[src/rtl/dtmf_key_pkg.sv]
package dtmf_key_pkg;
  typedef enum logic [1:0] {
    CNT_NONE  = 2'd0,
    CNT_ONE   = 2'd1,
    CNT_MULTI = 2'd2
  } key_cnt_e;
endpackage

[src/rtl/dtmf_key_sync.sv]
module dtmf_key_sync #(
  parameter int unsigned         W      = 10,
  parameter int unsigned         STAGES = 2,
  parameter logic [W-1:0]        RST_VAL = '0
) (
  input  logic         clk_i,
  input  logic         rst_ni,
  input  logic [W-1:0] d_i,
  output logic [W-1:0] q_o
);
  logic [W-1:0] stage_q [STAGES];

  always_ff @(posedge clk_i or negedge rst_ni) begin
    if (!rst_ni) stage_q[0] <= RST_VAL;
    else         stage_q[0] <= d_i;
  end

  for (genvar s = 1; s < STAGES; s++) begin : g_stage
    always_ff @(posedge clk_i or negedge rst_ni) begin
      if (!rst_ni) stage_q[s] <= RST_VAL;
      else         stage_q[s] <= stage_q[s-1];
    end
  end

  assign q_o = stage_q[STAGES-1];
endmodule

[src/rtl/dtmf_key_class.sv]
module dtmf_key_class
  import dtmf_key_pkg::*;
#(
  parameter int unsigned N     = 4,
  parameter int unsigned IDX_W = (N > 1) ? $clog2(N) : 1
) (
  input  logic [N-1:0]     act_i,
  output key_cnt_e         cnt_o,
  output logic [IDX_W-1:0] idx_o
);
  localparam int unsigned CNT_W = $clog2(N + 1);

  logic [CNT_W-1:0] n;

  always_comb begin
    n     = '0;
    idx_o = '0;
    for (int i = 0; i < N; i++) begin
      if (act_i[i]) begin
        n     = n + CNT_W'(1);
        idx_o = IDX_W'(i);
      end
    end
  end

  always_comb begin
    if (n == '0)              cnt_o = CNT_NONE;
    else if (n == CNT_W'(1))  cnt_o = CNT_ONE;
    else                      cnt_o = CNT_MULTI;
  end
endmodule

[src/rtl/dtmf_key_ctrl.sv]
module dtmf_key_ctrl
  import dtmf_key_pkg::*;
#(
  parameter int unsigned N_ROWS      = 4,
  parameter int unsigned N_COLS      = 4,
  parameter int unsigned SYNC_STAGES = 2,
  localparam int unsigned ROW_W = (N_ROWS > 1) ? $clog2(N_ROWS) : 1,
  localparam int unsigned COL_W = (N_COLS > 1) ? $clog2(N_COLS) : 1
) (
  input  logic              clk_i,
  input  logic              rst_ni,
  input  logic [N_ROWS-1:0] row_ni,
  input  logic [N_COLS-1:0] col_ni,
  input  logic              single_ok_i,
  input  logic              tone_allow_i,
  output logic              low_en_o,
  output logic              high_en_o,
  output logic [ROW_W-1:0]  row_idx_o,
  output logic [COL_W-1:0]  col_idx_o,
  output logic              mute_o,
  output logic              run_o
);
  localparam int unsigned SW = N_ROWS + N_COLS + 2;
  localparam logic [SW-1:0] SYNC_IDLE = {1'b1, 1'b0, {N_COLS{1'b1}}, {N_ROWS{1'b1}}};

  // synchronized vector: {allow, single_ok, col_n, row_n}
  logic [SW-1:0] key_s;

  dtmf_key_sync #(.W(SW), .STAGES(SYNC_STAGES), .RST_VAL(SYNC_IDLE)) i_sync (
    .clk_i  (clk_i),
    .rst_ni (rst_ni),
    .d_i    ({tone_allow_i, single_ok_i, col_ni, row_ni}),
    .q_o    (key_s)
  );

  logic [N_ROWS-1:0] row_act;
  logic [N_COLS-1:0] col_act;
  logic              single_ok_s, allow_s;

  assign row_act     = ~key_s[N_ROWS-1:0];
  assign col_act     = ~key_s[N_ROWS +: N_COLS];
  assign single_ok_s = key_s[SW-2];
  assign allow_s     = key_s[SW-1];

  key_cnt_e          row_cnt, col_cnt;
  logic [ROW_W-1:0]  row_idx;
  logic [COL_W-1:0]  col_idx;

  dtmf_key_class #(.N(N_ROWS), .IDX_W(ROW_W)) i_row_class (
    .act_i (row_act),
    .cnt_o (row_cnt),
    .idx_o (row_idx)
  );

  dtmf_key_class #(.N(N_COLS), .IDX_W(COL_W)) i_col_class (
    .act_i (col_act),
    .cnt_o (col_cnt),
    .idx_o (col_idx)
  );

  logic low_d, high_d, valid_pair;

  always_comb begin
    valid_pair = (row_cnt == CNT_ONE) && (col_cnt == CNT_ONE);
    low_d  = 1'b0;
    high_d = 1'b0;
    if (allow_s) begin
      if (valid_pair) begin
        low_d  = 1'b1;
        high_d = 1'b1;
      end else if (single_ok_s) begin
        high_d = (row_cnt == CNT_MULTI) && (col_cnt == CNT_ONE);
        low_d  = (row_cnt == CNT_ONE)   && (col_cnt == CNT_MULTI);
      end
    end
  end

  always_ff @(posedge clk_i or negedge rst_ni) begin
    if (!rst_ni) begin
      low_en_o  <= 1'b0;
      high_en_o <= 1'b0;
      row_idx_o <= '0;
      col_idx_o <= '0;
      mute_o    <= 1'b0;
      run_o     <= 1'b0;
    end else begin
      low_en_o  <= low_d;
      high_en_o <= high_d;
      run_o     <= low_d | high_d;
      mute_o    <= (|row_act) | (|col_act);
      if (low_d)  row_idx_o <= row_idx;
      if (high_d) col_idx_o <= col_idx;
    end
  end
endmodule

[config.mk]
export PLATFORM = sky130hd
export DESIGN_NAME = dtmf_key_ctrl
export DESIGN_NICKNAME = d
export VERILOG_FILES = /design/src/rtl/dtmf_key_pkg.sv /design/src/rtl/dtmf_key_sync.sv /design/src/rtl/dtmf_key_class.sv /design/src/rtl/dtmf_key_ctrl.sv
export SDC_FILE = /design/constraint.sdc
export NUM_CORES = 1
export LEC_CHECK = 0
export BUFFER_PORTS_ARGS = -buffer_cell sky130_fd_sc_hd__buf_2
export CORE_MARGIN = 4
export CORE_UTILIZATION = 48
export DETAILED_ROUTE_END_ITERATION = 10
export GPL_TIMING_DRIVEN = 0
export HOLD_SLACK_MARGIN = 0.03
export PLACE_DENSITY = 0.83
export SYNTH_ARGS = -nofsm -noshare
export SYNTH_HDL_FRONTEND = slang
export SYNTH_SLANG_ARGS = --single-unit
[constraint.sdc]
create_clock -name clk_i -period 2.9 [get_ports clk_i]
set_clock_uncertainty 0.15 [all_clocks]
set_input_delay 0.58 -clock clk_i [delete_from_list [all_inputs] [get_ports clk_i]]
set_output_delay 0.58 -clock clk_i [all_outputs]
set_load 0.005 [all_outputs]
==> reports/qor.yml <==
status:
  status: "complete, no violations"
clocking:
  clock_sinks: 28
  tritoncts: "built"
  cts_hold_buf: 0
  clkLatencyLatePin_ns: 0.33
  clockBufferDepth: 2
  cts-buffers-inserted: 3
  cts_root_buf: "clkbuf_4"
  clk_pin_slew_ns: 0.15
  cts_max_level: 1
route:
  drc_errors: 0
  avgRoutedWirePerCell_um: 12.5
  drtIter0Drc: 6
  via_per_inst: 4.99
  dr.pass1.iters: 4
  routed_wirelength_um: 1700
  via_count: 679
  ant_nets: 0
power_and_ir_drop:
  vdd_drop_max_mv: 0.439
  leakage_uw: 0.000658
  power_density_nw_per_um2: 641
logic_synthesis:
  ys_types: 28
  syn_area_um2: 1190
  ys_warn_count: 0
  synth_area_per_cell_um2: 14.1
  syn_inst: 84
  ys_seq_elements: 28
  ys.flop_type: "dfstp_2"
  ys_seq_area_share_pct: 61.0
  ys_async_sr_fraction_pct: 100
  synth_edf_count: 0
  syn-num-nets: 102
timing:
  finalSetupTns_ns: 0
  slew_headroom_pct: 62.3
  fin_crit_sh_pct: 94.9
  whs_ns: 0.0621
  max_freq_ghz: 0.363
  hold_violations: 0
  fin_crit_ns: 2.75
  maxSlewViolCount: 0
  tightest_slew_ns: 0.565
  setup_ws_ns: 0.149
  setup-violations-final: 0
  rsz0062_at_grt: "no"
critical_path:
  crit_fanout: 3
  crit_chain: "inv_1 -> ha_4 -> nand2b_4 -> and2_2 -> ha_1 -> and2b_1 -> a31o_1 -> o21a_1 -> o2111ai_4 -> mux2_4"
  cp.required_ns: 2.99
  cpPeakStageDelay_ns: 0.56
  crit_path_start_kind: "flip-flop"
  worstSetupPathType: "reg2reg"
  critPathCaptureType: "flip-flop"
  rrSetupSlack_ns: 0.15
  critPathArrivalTime_ns: 2.84
  reg2reg_depth: 10
  cp_slowest_cell: "dfstp_2"
finish:
  insertedDiodeCount: 0
  syn2layout_area_growth_pct: 19.3
  nets: 127
  final_cell_mix: "19 x buf_2, 18 x dfstp_2, 10 x dfrtp_1"
  final_common_cell: "buf_2"
  stdcell_area_um2: 1420
  layout-drive-gt1-share_pct: 52.8
die:
  core_area_um2: 2280
  dieArea_um2: 3330
  ioPinCount: 20
  fp.dieW_um: 57.7
  die_height_um: 57.7
  start_util_pct: 52.1
  fp-row-count: 17
place:
  dp_hpwl_um: 1220
  gp_congestion: 0.820
  io_buffers: 19
  pre_cts_slack_ns: 0.0921
  place_area_um2: 1320
job:
  max_cap_violations: 0
grt:
  first_global_vias: 682
  antenna_found_initial: 0
  grt_pass1_wl_um: 2830
  gr-usage-all-layers_pct: 11.3
  grt-ovfl-total: 0
  grt_max_degree: 29
worst_hold_path:
  hold_path_class: "in2async"
==> per-layer routing <==
metal / global-route usage, % / share of wire (%) / vias to the layer above
li1: - / - / 321
met1: 12.6 / 38 / 324
met2: 19.4 / 49 / 27
met3: 4.01 / 8.6 / 7
met4: 4.97 / 3.7 / 0
met5: 0 / 0 / -
==> area by class of cell <==
| class | count | area (µm²) |
|---|---|---|
| sequential | 28 | 723 |
| tap | 28 | 35.0 |
| clock inverter | 1 | 30.0 |
| inverter | 9 | 33.8 |
| timing repair buffer | 20 | 103 |
| multi-input combinational | 47 | 468 |
| clock buffer | 3 | 22.5 |
| fill | 160 | 861 |
==> cells by family (layout without fill, tap and decap cells) <==
kind of cell / Yosys count / after routing / share of synthesized area, %
flip-flops: 28 / 28 / 61.0
AND/OR/NAND/NOR: 22 / 22 / 11.7
AO/OA/AOI/OAI: 9 / 9 / 7.17
buffers and inverters: 9 / 33 / 2.85
adder cells (fa/ha/maj): 6 / 6 / 6.33
XOR/XNOR: 6 / 6 / 6.96
multiplexers: 4 / 4 / 4.01
==> sequential cells by signal (all words and copies together), names as in the netlist <==
signal          count
col_idx_o           2
high_en_o           1
i_sync.q_o         10
i_sync.stage_q     10
low_en_o            1
mute_o              1
row_idx_o           2
run_o               1
==> synthesized netlist by cell type, drive strengths merged (2+ instances only) <==
cell	n	area share, %
o21a	2	1.3
dfrtp	10	21
and2b	2	1.3
nand2b	2	1.1
inv	9	2.8
nor2	2	0.63
nand2	7	2.2
xnor2	6	7.0
ha	6	6.3
dfstp	18	40
nand3b	3	1.9
a31oi	2	1.6
mux2	3	3.2
==> path summary, 6_finish.rpt <==
check,end,from
worst max-delay path,col_idx_o[1],i_sync.q_o[1]
worst min-delay path,i_sync.stage_q[18],rst_ni
worst max register to register,col_idx_o[1],i_sync.q_o[1]
worst min register to register,i_sync.q_o[0],i_sync.stage_q[10]
max in group asynchronous,i_sync.stage_q[10],rst_ni
min in group clk_i,i_sync.stage_q[19],tone_allow_i
==> power breakdown <==
group | total, µW | switching [µW] | internal [µW]
Clock | 252 | 112 | 140
Combinational | 185 | 83.4 | 102
Sequential | 469 | 24.0 | 445
Total | 907 | 220 | 687
==> worst max-delay path, delay by kind of cell, from the launching register on <==
kind            cells  cell delay, ns
buf+inv             1            0.07
simple gates        3            0.44
fa+ha+maj           2            0.42
mux                 1            0.32
compound gates      3            0.69
flops               1            0.56
==> per-stage QoR <==
stage / utilization, % / total power (µW) / std cells
2_1_floorplan: - / 575 / 84
3_3_place_gp: 57.8 / 629 / 131
3_5_place_dp: 57.8 / 638 / 131
4_1_cts: 60.1 / 893 / 135
5_1_grt: 62.2 / 963 / 136
6_report: 62.2 / 907 / 136
==> timing repair <==
| action | CTS | global route |
|---|---|---|
| setup buffers | 0 | 1 |
| resized for setup | 0 | 5 |
| setup endpoints to repair | 0 | 3 |
Note: power is estimated with default switching activity, not from simulation.
